### config.mk
export PLATFORM = sky130hd
export DESIGN_NAME = slice_bank_ctl
export DESIGN_NICKNAME = d
export VERILOG_FILES = /design/src/rtl/slice_ctl_pkg.sv /design/src/rtl/slice_cfg_shadow.sv /design/src/rtl/slice_leg_decode.sv /design/src/rtl/slice_bank_ctl.sv
export SDC_FILE = /design/constraint.sdc
export NUM_CORES = 1
export LEC_CHECK = 0
export BUFFER_PORTS_ARGS = -buffer_cell sky130_fd_sc_hd__buf_2
export CELL_PAD_IN_SITES_DETAIL_PLACEMENT = 1
export CELL_PAD_IN_SITES_GLOBAL_PLACEMENT = 1
export CORE_AREA = 4 4 120 207
export CTS_CLUSTER_DIAMETER = 80
export CTS_CLUSTER_SIZE = 25
export DETAILED_ROUTE_END_ITERATION = 12
export DIE_AREA = 0 0 124 211
export GPL_ROUTABILITY_DRIVEN = 0
export MAX_ROUTING_LAYER = met4
export PLACE_DENSITY = 0.89
export SETUP_SLACK_MARGIN = 0.5
export SLEW_MARGIN = 5
export SYNTH_ARGS = -nofsm -noshare
export SYNTH_HDL_FRONTEND = slang
export SYNTH_SLANG_ARGS = --single-unit
### constraint.sdc
create_clock -name clk -period 2.3 [get_ports clk]
set_input_delay 0.115 -clock clk [delete_from_list [all_inputs] [get_ports clk]]
set_output_delay 0.115 -clock clk [all_outputs]
set_load 0.01 [all_outputs]
### src/rtl/slice_ctl_pkg.sv
package slice_ctl_pkg;

  // Clamp a requested slice count to the number of slices present.
  function automatic int unsigned clamp_count(input int unsigned req,
                                              input int unsigned limit);
    return (req > limit) ? limit : req;
  endfunction

  // Leg state for one slice and one weight: {pull_up, pull_down}.
  function automatic logic [1:0] leg_state(input logic enabled,
                                           input logic is_static,
                                           input logic level,
                                           input logic data);
    logic drive_high;
    drive_high = is_static ? level : data;
    if (!enabled) return 2'b00;
    return {drive_high, ~drive_high};
  endfunction

endpackage

### src/rtl/slice_cfg_shadow.sv
module slice_cfg_shadow #(
  parameter int NUM_SLICES = 22,
  parameter int DEFAULT_EN = 18,
  localparam int CW = $clog2(NUM_SLICES + 1)
) (
  input  logic                  clk,
  input  logic                  rst_n,
  input  logic                  update_i,
  input  logic [CW-1:0]         count_i,
  input  logic [NUM_SLICES-1:0] mask_i,
  input  logic [NUM_SLICES-1:0] level_i,
  output logic [CW-1:0]         count_o,
  output logic [NUM_SLICES-1:0] enable_o,
  output logic [NUM_SLICES-1:0] mask_o,
  output logic [NUM_SLICES-1:0] level_o
);
  import slice_ctl_pkg::*;

  logic [CW-1:0] count_sat;
  assign count_sat = CW'(clamp_count(int'(count_i), NUM_SLICES));

  always_ff @(posedge clk or negedge rst_n) begin
    if (!rst_n) begin
      count_o <= CW'(DEFAULT_EN);
      mask_o  <= '0;
      level_o <= '0;
    end else if (update_i) begin
      count_o <= count_sat;
      mask_o  <= mask_i;
      level_o <= level_i;
    end
  end

  // Thermometer enable derived from the active count.
  always_comb begin
    for (int s = 0; s < NUM_SLICES; s++)
      enable_o[s] = (s < int'(count_o));
  end

  // Active set only moves on a strobe.
  assert_hold_without_strobe_R9: assert property (@(posedge clk) disable iff (!rst_n)
    !update_i |=> ($stable(count_o) && $stable(mask_o) && $stable(level_o)));

  // Saturation keeps the active count within the bank.
  assert_count_in_range_R2: assert property (@(posedge clk) disable iff (!rst_n)
    update_i |=> (int'(count_o) <= NUM_SLICES));

endmodule

### src/rtl/slice_leg_decode.sv
module slice_leg_decode #(
  parameter int NUM_WEIGHTS = 5
) (
  input  logic                   enabled_i,
  input  logic                   static_i,
  input  logic                   level_i,
  input  logic [NUM_WEIGHTS-1:0] drive_i,
  output logic [NUM_WEIGHTS-1:0] pu_o,
  output logic [NUM_WEIGHTS-1:0] pd_o
);
  import slice_ctl_pkg::*;

  for (genvar w = 0; w < NUM_WEIGHTS; w++) begin : g_leg
    logic [1:0] st;
    assign st    = leg_state(enabled_i, static_i, level_i, drive_i[w]);
    assign pu_o[w] = st[1];
    assign pd_o[w] = st[0];
  end

endmodule

### src/rtl/slice_bank_ctl.sv
module slice_bank_ctl #(
  parameter int NUM_SLICES  = 22,
  parameter int NUM_WEIGHTS = 5,
  parameter int DEFAULT_EN  = 18,
  localparam int CW = $clog2(NUM_SLICES + 1),
  localparam int NB = NUM_SLICES * NUM_WEIGHTS
) (
  input  logic                   clk,
  input  logic                   rst_n,
  input  logic                   update_i,
  input  logic [CW-1:0]          en_count_i,
  input  logic [NUM_SLICES-1:0]  static_mask_i,
  input  logic [NUM_SLICES-1:0]  static_level_i,
  input  logic [NUM_WEIGHTS-1:0] drive_i,
  output logic [NB-1:0]          pu_o,
  output logic [NB-1:0]          pd_o
);

  logic [CW-1:0]         act_count;
  logic [NUM_SLICES-1:0] act_enable;
  logic [NUM_SLICES-1:0] act_mask;
  logic [NUM_SLICES-1:0] act_level;
  logic [NB-1:0]         pu_next;
  logic [NB-1:0]         pd_next;
  logic                  out_valid;

  slice_cfg_shadow #(
    .NUM_SLICES(NUM_SLICES),
    .DEFAULT_EN(DEFAULT_EN)
  ) u_shadow (
    .clk      (clk),
    .rst_n    (rst_n),
    .update_i (update_i),
    .count_i  (en_count_i),
    .mask_i   (static_mask_i),
    .level_i  (static_level_i),
    .count_o  (act_count),
    .enable_o (act_enable),
    .mask_o   (act_mask),
    .level_o  (act_level)
  );

  for (genvar s = 0; s < NUM_SLICES; s++) begin : g_slice
    slice_leg_decode #(.NUM_WEIGHTS(NUM_WEIGHTS)) u_dec (
      .enabled_i (act_enable[s]),
      .static_i  (act_mask[s]),
      .level_i   (act_level[s]),
      .drive_i   (drive_i),
      .pu_o      (pu_next[s*NUM_WEIGHTS +: NUM_WEIGHTS]),
      .pd_o      (pd_next[s*NUM_WEIGHTS +: NUM_WEIGHTS])
    );
  end

  always_ff @(posedge clk or negedge rst_n) begin
    if (!rst_n) begin
      pu_o      <= '0;
      pd_o      <= '0;
      out_valid <= 1'b0;
    end else begin
      pu_o      <= pu_next;
      pd_o      <= pd_next;
      out_valid <= 1'b1;
    end
  end

  // Weight columns of the registered outputs, brought out for the checks.
  logic [NUM_SLICES-1:0] pu_col [NUM_WEIGHTS];
  logic [NUM_SLICES-1:0] pd_col [NUM_WEIGHTS];
  for (genvar w = 0; w < NUM_WEIGHTS; w++) begin : g_col
    for (genvar s = 0; s < NUM_SLICES; s++) begin : g_bit
      assign pu_col[w][s] = pu_o[s*NUM_WEIGHTS + w];
      assign pd_col[w][s] = pd_o[s*NUM_WEIGHTS + w];
    end

    // Conducting legs per weight track the active count of the prior cycle.
    assert_conducting_count_R8: assert property (@(posedge clk) disable iff (!rst_n)
      out_valid |-> ($countones(pu_col[w] | pd_col[w]) == int'($past(act_count))));
  end

  // Never both branches on in one leg.
  assert_no_crowbar_R7: assert property (@(posedge clk) disable iff (!rst_n)
    (pu_o & pd_o) == '0);

  // Outputs cleared straight out of reset.
  assert_reset_quiet_R1: assert property (@(posedge clk) disable iff (!rst_n)
    !out_valid |-> (pu_o == '0 && pd_o == '0));

endmodule

# == Word level (Yosys, flattened, before mapping) ==
# Cells that the tools add are included.
# totals
ff_bits,269
in_bits,57
out_inout_bits,220
# op_classes
magnitude_cmp,23
bitwise_logic,110
n_mux,221
# op_table
op,n
2-bit 2-to-1 mux,110
1-bit 2-to-1 mux,110
1-bit NOT,110
"4-bit by 5-bit less-than comparator with 1-bit output, first input constant",8
"5-bit less-than comparator, first input constant",6
"3-bit by 5-bit less-than comparator with 1-bit output, first input constant",4
"1-bit by 5-bit less-than comparator with 1-bit output, first input constant",2
"2-bit by 5-bit less-than comparator with 1-bit output, first input constant",2
"5-bit greater-than comparator, second input constant",1
5-bit 2-to-1 mux,1

# == Logic depth before layout (Yosys ltp) ==
# Gate-level depths: netlist of the first run.
# logic_depth
depth_word,3
ltp_mapped,5

# == By module ==
# From an unflattened synthesis of the first run, not the netlist that was laid out.
# unflattened
cells_unflattened,719
hier_area_um2,10276.1
# modules_own_cells
mod,instances,cells_per_inst,area_per_inst_um2,seq_area_each_um2
slice_bank_ctl,1,220,5505.3,5505.3
slice_leg_decode,22,16,123.9,0.0
slice_cfg_shadow,1,147,2045.7,1228.7

# == Worst setup path after synthesis of the first run ==
# OpenSTA, ideal clock, no wires.
# synth_timing
path_kind,register -> register
startpoint,reg u_shadow.count_o[1]
endpoint,reg pd_o[60]
arrival_time_ps,1241
setup_slack_ps,975
path_stages_with_launch,5
synth_period_minus_slack_ps,1325
path_cell_list,dfstp_2 > buf_4 > buf_6 > o211ai_2 > a21boi_0
# synth_between
elab_chain_cells,2
# synth_rtl
item,line_no,text
start: declaration,slice_cfg_shadow.sv:12,"output logic [CW-1:0] count_o,"
start signal: assignment,slice_cfg_shadow.sv:24,count_o <= CW'(DEFAULT_EN);
start signal: assignment,slice_cfg_shadow.sv:28,count_o <= count_sat;
4-bit by 5-bit less-than comparator with 1-bit output,slice_cfg_shadow.sv:37,enable_o[s] = (s < int'(count_o));
2-bit 2-to-1 mux,slice_ctl_pkg.sv:17,"return {drive_high, ~drive_high};"
via g_slice[12].u_dec.g_leg[0].st[0],slice_leg_decode.sv:14,logic [1:0] st;
end signal: assignment,slice_bank_ctl.sv:61,pd_o <= pd_next;
end: declaration,slice_bank_ctl.sv:16,output logic [NB-1:0] pd_o
# The timed path passes the listed nets, and every way through them passes these cells.
# A chain may end at the register's enable or synchronous reset.

# == Final worst setup path of the first run ==
# layout_timing
startpoint,reg u_shadow.count_o[2]
endpoint,reg pu_o[14]
# layout_between
elab_chain_cells,2
# layout_rtl
item,line_no,text
2-bit by 5-bit less-than comparator with 1-bit output,slice_cfg_shadow.sv:37,
2-bit 2-to-1 mux,slice_ctl_pkg.sv:17,
via g_slice[2].u_dec.g_leg[4].st[1],slice_leg_decode.sv:14,
end signal: assignment,slice_bank_ctl.sv:60,pu_o <= pu_next;
end: declaration,slice_bank_ctl.sv:15,"output logic [NB-1:0] pu_o,"
# The timed path passes the listed nets, and every way through them passes these cells.

==> reports/qor.csv, run 1 <==
metric,value,unit
initial antenna violation count,3,
max-cap violations,0,
CP Class,register to register,
Clock transition at path regs,0.10,ns
Crit path max-delay family,compound AO/OA/AOI/OAI gates,
Least-Margin Pin Slew,0.746,ns
setup repair bufs after CTS,0,
CP required,2.64,ns
DRT Pass-1 Iters,4,
Syn Area/Cell,13.9,µm²
max incr delay on CP,0.72,ns
antenna-violating nets left,0,
hpwl dp,20300,µm
number of port buffers,276,
RSZ-0062 raised after global routing,yes,
Comb pwr share,0.197,
Ys Warns,0,
Synth Instances,738,
I/O Pins,277,
die area,26200,µm²
total CTS buffers,14,
switching fraction of total power,0.290,
die width,124,µm
Switch Pwr,3010,µW
later-pin clock latency in the skew report,0.48,ns
clock share of power,0.256,
share of cells above drive strength 1,0.377,
CP bufs+invs,0,
remaining global-route overflow,0,
dpl cells,1270,
Rel. slew slack,0.503,
Int Pwr,7380,µW
DIE HEIGHT,211,µm
final hold viol count,0,
Initial Util,0.442,
status,completed,
Routed WL per cell,21.8,µm
CP Capture Type,register,
number of synthesized flops with an enable pin,0,
pwr/cell area,810,nW/µm²
Synth area leader,dfrtp_1,
largest cells by area after synthesis,"dfrtp_1, mux2i_1, mux2_2",
fin crit period,1.70,ns
Initial DRC Count,246,
Leakage,0.00642,µW
worst-path cell chain,"a2111oi_4, nor2_1",
Worst Hold Class,input pin to register,
pin count of the biggest net entering global routing,74,
TritonCTS clock tree,done,
"Seq/Total Area, Yosys",0.656,
crit start category,register,
Hold Slack,0.146,ns
first-pass GRT wire length,44900,µm
most frequent cells in the layout,"buf_2, dfrtp_1, mux2i_1",
syn_nets,795,
Sinks on Clock Net,269,
Clock Tree Root,clkbuf_16,
period utilization,0.737,
"Top FF cell, synth",dfrtp_1,
Max VDD drop,0.000572,V
WL final,29400,µm
f_max,590,MHz
Via Count,6842,
Layout area overhead,25.0,%
final setup fails,0,
vias per cell,5.09,
fillers,2360,
Layout Cells excl Fill,1345,
Max Root-Sink Buffers,3,
Seq cells post-synth,269,
GRT Resource Usage Total,0.233,
sequential power share,0.547,
"leading cell type in the layout, fill and taps excluded",buf_2,
FP Rows,74,
H-tree depth,1,
Synth top area share,0.651,
Nets,1091,
vias in the first global route,7640,
clk_skew,0.0113,ns
CP Data Arrival Time,2.03,ns
asr flop ratio synth,1.00,
area of the core,23200,µm²
CP Max Fanout,20,
DR DRC count,0,
CP max-delay cell,a2111oi_4,
Mapped Area,10300,µm²
Cell variety after synth,37,
Final TNS setup,0,ns
max-slew violations,0,
worst register-to-register path: stages, from the launching register on:
cell and delay, ns:
dfrtp_2 0.69, a2111oi_4 0.72, nor2_1 0.14
kinds of logic (layout without fill, tap and decap cells):
| logic type | Yosys count | in the layout | share of synthesized area |
|---|---|---|---|
| flip-flops | 269 | 269 | 0.656 |
| AND/OR/NAND/NOR | 169 | 169 | 0.0874 |
| multiplexers | 155 | 155 | 0.159 |
| AO/OA/AOI/OAI | 85 | 85 | 0.0683 |
| buffers and inverters | 60 | 360 | 0.0294 |
| other | 0 | 3 | 0 |
routing by layer:
metal	routed length, µm	GRT usage
met4	1320	0.0976
met3	1310	0.0327
met5	0	-
met1	10100	0.241
met2	16600	0.430
state kept, by name, summed over array words and instances, names as in the netlist:
signal and cells:
pd_o 110, pu_o 110, u_shadow.count_o 5, u_shadow.level_o 22, u_shadow.mask_o 22
final cells by class:
class,count,area (µm²),share of cell area
timing repair buffer,338,2050,0.160
inverter,2,10.0,0.000780
multi-input combinational,409,3240,0.252
clock buffer,19,390,0.0304
antenna,3,7.51,0.000585
clock inverter,1,8.76,0.000683
tap,304,380,0.0296
sequential,269,6740,0.526
power groups by stage:
stage | combinational [µW] | clock [µW] | sequential [µW]
after floorplan | 950 | 0 | 5820
after global placement | 1880 | 0 | 5740
after detailed placement | 1970 | 0 | 5770
after CTS | 2070 | 2730 | 5690
after global routing | 2230 | 2920 | 5750
final | 2040 | 2660 | 5690
metrics by stage:
| step | area, µm² | power (µW) | worst slack (ns) | utilization |
|---|---|---|---|---|
| final | 12800 | 10400 | 0.604 | 0.552 |
| after global placement | 11900 | 7620 | 0.639 | 0.511 |
| after detailed placement | 11900 | 7750 | 0.568 | 0.511 |
| after floorplan | 10300 | 6770 | 0.975 | - |
| after CTS | 12800 | 10500 | 0.545 | 0.551 |
| after global routing | 12800 | 10900 | 0.494 | 0.552 |
path summary, 6_finish.rpt:
kind | startpoint | endpoint | slack (ns) | depth (start not counted)
setup / recovery | u_shadow.count_o[2] | pu_o[14] | 0.60 | 2
hold / removal | update_i | u_shadow.count_o[1] | 0.15 | 4
setup reg to reg | u_shadow.count_o[2] | pu_o[14] | 0.60 | 2
hold reg to reg | u_shadow.level_o[10] | u_shadow.level_o[10] | 0.62 | 1
max in group asynchronous | rst_n | u_shadow.mask_o[18] | 1.35 | 3
min in group asynchronous | rst_n | pd_o[99] | 0.21 | 2
cell usage after synthesis, drive strengths merged, types with 2 or more instances:
master,number
nand2,2
mux2i,90
nor2,69
a21boi,30
o211ai,2
o21ai,5
nor3,16
mux2,65
a211oi,3
nor3b,15
clkbuf,21
dfstp,2
inv,2
nor2b,60
a21oi,37
dfrtp,267
o31ai,2
buf,37
and2,5
timing repair:
action                     in CTS  in global routing
hold buffers                   52                  0
hold endpoints to repair      116                  0
gates cloned                    0                  0
gates resized for setup         1                  3
setup endpoints to repair       1                 26
No activity file was read; power rests on OpenSTA's default activity.
==> run 2, diff against run 1 <==
--- a/config.mk
+++ b/config.mk
@@ -5,17 +5,18 @@
 export SDC_FILE = /design/constraint.sdc
 export NUM_CORES = 1
 export LEC_CHECK = 0
+export ABC_AREA = 1
 export BUFFER_PORTS_ARGS = -buffer_cell sky130_fd_sc_hd__buf_2
 export CELL_PAD_IN_SITES_DETAIL_PLACEMENT = 1
 export CELL_PAD_IN_SITES_GLOBAL_PLACEMENT = 1
-export CORE_AREA = 4 4 120 207
+export CORE_AREA = 4 4 124 215
 export CTS_CLUSTER_DIAMETER = 80
 export CTS_CLUSTER_SIZE = 25
 export DETAILED_ROUTE_END_ITERATION = 12
-export DIE_AREA = 0 0 124 211
+export DIE_AREA = 0 0 128 219
 export GPL_ROUTABILITY_DRIVEN = 0
 export MAX_ROUTING_LAYER = met4
-export PLACE_DENSITY = 0.89
+export PLACE_DENSITY = 0.84
 export SETUP_SLACK_MARGIN = 0.5
 export SLEW_MARGIN = 5
 export SYNTH_ARGS = -nofsm -noshare
==> constraint.sdc (replaced) <==
create_clock -name clk -period 1.6 [get_ports clk]
set_input_delay 0.08 -clock clk [delete_from_list [all_inputs] [get_ports clk]]
set_output_delay 0.08 -clock clk [all_outputs]
set_load 0.01 [all_outputs]
==> run 2 against run 1 <==
Net effect:
- sequential share of layout area down 4.7 points
- via count rose by 18%
- global-route usage grew 0.28 points
- clock skew is 0.015 ns higher
- clock power rose by 45%
- fmax increased by 19%
- final cell count increased by 22%
- flip-flop and latch count unchanged
==> reports/qor.csv, run 2 <==
metric,value,unit
Leakage,0.00733,µW
DIE HEIGHT,219,µm
vias per cell,4.91,
asr flop ratio synth,1.00,
Routed WL per cell,21.1,µm
area of the core,25000,µm²
CP Class,register to register,
max-cap violations,0,
"Seq/Total Area, Yosys",0.701,
worst setup path start,u_shadow.count_o[2],
Clock transition at path regs,0.11,ns
most frequent cells in the layout,"dfrtp_1, buf_2, nand2_1",
I/O Pins,277,
Initial DRC Count,420,
Synth Instances,939,
Initial Util,0.384,
clk_skew,0.0262,ns
Final TNS setup,0,ns
fin util,0.562,
crit start category,register,
max-slew violations,0,
CP Data Arrival Time,1.82,ns
Layout Cells excl Fill,1641,
Via Count,8051,
Sinks on Clock Net,269,
DRT Pass-1 Iters,4,
pwr/cell area,1140,nW/µm²
Nets,1376,
share of cells above drive strength 1,0.387,
FP Rows,77,
Clock Tree Root,clkbuf_16,
remaining global-route overflow,0,
Ys Warns,0,
Max Root-Sink Buffers,3,
syn_nets,996,
"Top FF cell, synth",dfrtp_1,
fillers,2758,
first-pass GRT wire length,49300,µm
fin crit period,1.43,ns
dpl cells,1534,
"Power, Total",16000,µW
status,completed,
CP Max Fanout,5,
antenna-violating nets left,0,
later-pin clock latency in the skew report,0.50,ns
pin count of the biggest net entering global routing,62,
Synth area leader,dfrtp_1,
Mapped Area,9610,µm²
H-tree depth,1,
GRT Resource Usage Total,0.235,
period utilization,0.893,
Largest regs,"pd_o: 110 flops, pu_o: 110 flops",
Worst Hold Class,input pin to register,
worst r2r src,u_shadow.count_o[2],
"leading cell type in the layout, fill and taps excluded",dfrtp_1,
CP required,1.99,ns
WL final,34600,µm
TritonCTS clock tree,done,
f_max,700,MHz
area taken by multi-input logic gates,3090,µm²
Commonest cells post-synth,"dfrtp_1, nor2_1, nand2_1",
final setup fails,0,
Max VDD drop,0.000870,V
Cell variety after synth,22,
vias in the first global route,8905,
Least-Margin Pin Slew,0.632,ns
Synth top area share,0.695,
DR DRC count,0,
die area,28000,µm²
Rel. slew slack,0.574,
most numerous cell in the Yosys netlist,dfrtp_1,
largest cells by area after synthesis,"dfrtp_1, nor2_1, nand2_1",
number of port buffers,276,
worst hold start,update_i,
hpwl dp,23400,µm
die width,128,µm
final hold viol count,0,
number of synthesized flops with an enable pin,0,
CP Capture Type,register,
Syn Area/Cell,10.2,µm²
total CTS buffers,14,
Seq cells post-synth,269,
initial antenna violation count,2,
RSZ-0062 raised after global routing,yes,
Layout area overhead,46.6,%
register area,6740,µm²
run 2: cell count changes after synthesis, moves of 15 or more:
cell,delta
mux2_2,-65
nor2b_1,-60
nand2_1,+150
nor2_1,+105
inv_1,+121
a21oi_1,+33
nor3b_1,-15
mux2i_1,-90
and2_1,+20
a21boi_0,-30
buf_1,-19
nor3_1,-16
o21ai_0,+66
run 2: routing by layer:
| layer | share of wire | GRT usage | vias up | routed length [µm] |
|---|---|---|---|---|
| met5 | 0 | - | - | 0 |
| met4 | 0.056 | 0.0960 | 0 | 1920 |
| li1 | - | - | 3614 | - |
| met2 | 0.58 | 0.453 | 272 | 20000 |
| met1 | 0.33 | 0.232 | 4055 | 11300 |
| met3 | 0.042 | 0.0331 | 110 | 1470 |
run 2: per-stage QoR:
step / hold slack [ns] / instance area, µm² / setup WS [ns]
floorplan: -0.216 / 9630 / 0.395
global placement: 0.0741 / 11600 / 0.127
detailed placement: 0.0839 / 11600 / 0.0148
CTS: 0.0510 / 13100 / 0.255
global route: 0.0626 / 14100 / 0.111
finish: 0.0468 / 14100 / 0.171
run 2: layout make-up:
type / instances / share of cell area
flip-flops and latches: 269 / 0.478
multi-input cells: 525 / 0.219
repair buffers: 382 / 0.209
inverters: 126 / 0.0366
well taps: 316 / 0.0281
clock buffers: 19 / 0.0277
clock inverters: 1 / 0.000622
repair inverters: 1 / 0.000444
diodes: 2 / 0.000355
run 2: critical path: stages, from the launching register on:
cell     delay, ns
dfrtp_2       0.48
nor2_4        0.23
inv_2         0.09
nor2_4        0.23
nand2_4       0.12
nand2_1       0.10
inv_1         0.07
run 2: power breakdown:
group / internal [µW] / switching [µW]
clock: 1730 / 2140
sequential: 7630 / 414
combinational: 1700 / 2410
run 2: path summary, 6_finish.rpt:
kind / end / slack (ns) / cells past startpoint
max in group asynchronous: pd_o[98] / 0.77 / 3
worst min-delay path: u_shadow.count_o[3] / 0.05 / 3
worst min register to register: u_shadow.level_o[20] / 0.48 / 2
worst max register to register: pu_o[1] / 0.17 / 6
worst max-delay path: pu_o[1] / 0.17 / 6
min in group asynchronous: pd_o[65] / 0.14 / 2
run 2: kinds of logic after synthesis:
| family | after synthesis | share of synthesized area |
|---|---|---|
| AO/OA/AOI/OAI | 143 | 0.0780 |
| AND/OR/NAND/NOR | 377 | 0.162 |
| buffers and inverters | 150 | 0.0592 |
| flip-flops | 269 | 0.701 |
run 2: timing repair:
| action | CTS | global route |
|---|---|---|
| pin swaps | 19 | 32 |
| resized for setup | 94 | 235 |
| endpoints found under the setup margin | 305 | 434 |
| buffers inserted | 20 | 7 |
| hold buffers | 51 | 1 |
| gates cloned | 4 | 3 |
| endpoints found under the hold margin | 297 | 4 |
==> run 3, diff against run 2 <==
--- a/config.mk
+++ b/config.mk
@@ -16,9 +16,10 @@
 export DIE_AREA = 0 0 128 219
 export GPL_ROUTABILITY_DRIVEN = 0
 export MAX_ROUTING_LAYER = met4
-export PLACE_DENSITY = 0.84
+export PLACE_DENSITY = 0.75
 export SETUP_SLACK_MARGIN = 0.5
 export SLEW_MARGIN = 5
 export SYNTH_ARGS = -nofsm -noshare
 export SYNTH_HDL_FRONTEND = slang
 export SYNTH_SLANG_ARGS = --single-unit
+export TNS_END_PERCENT = 1
==> run 3 against run 2 <==
Net effect:
- final cell count fell by 0.79%
- flip-flop and latch count did not move
- power fell by 5.7%
- critical path depth did not move
- utilization fell by 4.6 points
- sequential share of layout area rose by 4.2 points
- largest power group unchanged
==> reports/qor.csv, run 3 (synthesis gave the netlist of run 2 again) <==
metric,value,unit
r2r endpoint,pu_o[51],
later-pin clock latency in the skew report,0.49,ns
area of the core,25000,µm²
sequential power share,0.525,
die area,28000,µm²
max-cap violations,0,
"leading cell type in the layout, fill and taps excluded",buf_2,
Initial DRC Count,336,
R2R cell count,6,
worst setup margin,0.212,ns
Final TNS setup,0,ns
vias per cell,4.76,
Initial Util,0.384,
pwr/cell area,1170,nW/µm²
WL final,31500,µm
switching fraction of total power,0.300,
Layout area overhead,34.6,%
fin crit period,1.39,ns
antenna-violating nets left,0,
Int Pwr,10600,µW
clk_skew,0.0156,ns
final hold viol count,0,
total CTS buffers,14,
Comb pwr share,0.219,
f_max,721,MHz
hpwl dp,22400,µm
CP Max Fanout,8,
CP Data Arrival Time,1.81,ns
Least-Margin Pin Slew,0.590,ns
DIE HEIGHT,219,µm
share of cells above drive strength 1,0.298,
Switch Pwr,4530,µW
hold path endpoint,pu_o[77],
CP required,2.02,ns
DR DRC count,0,
Rel. slew slack,0.606,
hold path depth,3,
TritonCTS clock tree,done,
Sinks on Clock Net,269,
first-pass GRT wire length,47000,µm
Leakage,0.00709,µW
R2R Setup Slk,0.21,ns
vias in the first global route,8478,
dpl cell area,11500,µm²
status,completed,
DRT Pass-1 Iters,4,
Largest regs,"pd_o: 110 flops, pu_o: 110 flops",
Clock Tree Root,clkbuf_16,
"Power, Total",15100,µW
RSZ-0062 raised after global routing,yes,
CP Capture Type,register,
initial antenna violation count,0,
dpl ws,0.0828,ns
die width,128,µm
remaining global-route overflow,0,
fillers,2864,
Clock transition at path regs,0.10,ns
Max VDD drop,0.000885,V
worst r2r src,u_shadow.count_o[4],
FP Rows,77,
Via Count,7749,
final instance area,12900,µm²
most frequent cells in the layout,"buf_2, dfrtp_1, nor2_1",
I/O Pins,277,
Nets,1365,
number of port buffers,276,
GRT Resource Usage Total,0.225,
CP Class,register to register,
H-tree depth,1,
# diodes,0,
worst hold start,drive_i[2],
crit start category,register,
Routed WL per cell,19.3,µm
clock share of power,0.256,
period utilization,0.867,
final setup fails,0,
Max Root-Sink Buffers,3,
max-slew violations,0,
pin count of the biggest net entering global routing,90,
Worst Hold Class,input pin to register,
run 3: worst max path at each step:
stage	startpoint	end	slack, ns	cells after the start
detailed placement	u_shadow.count_o[4]	pd_o[52]	0.08	5
global route	u_shadow.count_o[4]	pu_o[88]	0.14	5
finish	u_shadow.count_o[4]	pu_o[51]	0.21	6
global placement	u_shadow.count_o[1]	pu_o[26]	0.18	5
CTS	u_shadow.count_o[2]	pd_o[42]	0.24	5
floorplan	u_shadow.count_o[1]	pu_o[70]	0.40	5
run 3: cell type report:
class / count / area (µm²) / area share
Multi-Input combinational cell: 524 / 2540 / 0.196
Sequential cell: 269 / 6740 / 0.520
Tap cell: 316 / 395 / 0.0306
Clock buffer: 19 / 390 / 0.0302
Inverter: 126 / 493 / 0.0381
Timing Repair Buffer: 373 / 2380 / 0.184
Clock inverter: 1 / 8.76 / 0.000677
run 3: repair_timing:
action                                  4_1_cts  5_1_grt
endpoints found under the setup margin      363      432
hold endpoints to repair                    318        0
cloned                                        5        1
hold buffers                                 52        0
setup buffers                                17        3
pin swaps                                     7        6
resized for setup                            46       23
run 3: routing by layer:
metal / share of wire / up-vias / global-route usage
met3: 0.037 / 80 / 0.0231
met5: 0 / - / -
li1: - / 3595 / -
met4: 0.048 / 0 / 0.0999
met2: 0.57 / 216 / 0.428
met1: 0.34 / 3858 / 0.230
run 3: metrics by stage:
step | hold slack (ns) | cells | utilization
floorplan | -0.216 | 939 | -
global placement | -0.0841 | 1530 | 0.460
detailed placement | -0.0864 | 1530 | 0.460
CTS | 0.0390 | 1624 | 0.512
global route | 0.0463 | 1628 | 0.517
finish | 0.0586 | 1628 | 0.517
run 3: power by group through the flow:
stage,logic (µW),clock network (µW),registers (µW)
2_1_floorplan,1050,0,8420
3_3_place_gp,2870,0,8080
3_5_place_dp,2990,0,8090
4_1_cts,3280,3980,7950
5_1_grt,3650,4210,8020
6_report,3310,3870,7940
run 3: worst max-delay path, cell delays in order, from the launching register on:
cell and delay [ns]:
dfstp_2 0.62, inv_6 0.09, nand2_4 0.11, nor2_1 0.08, nand2_2 0.18, nand2_4 0.11, nor2_2 0.11
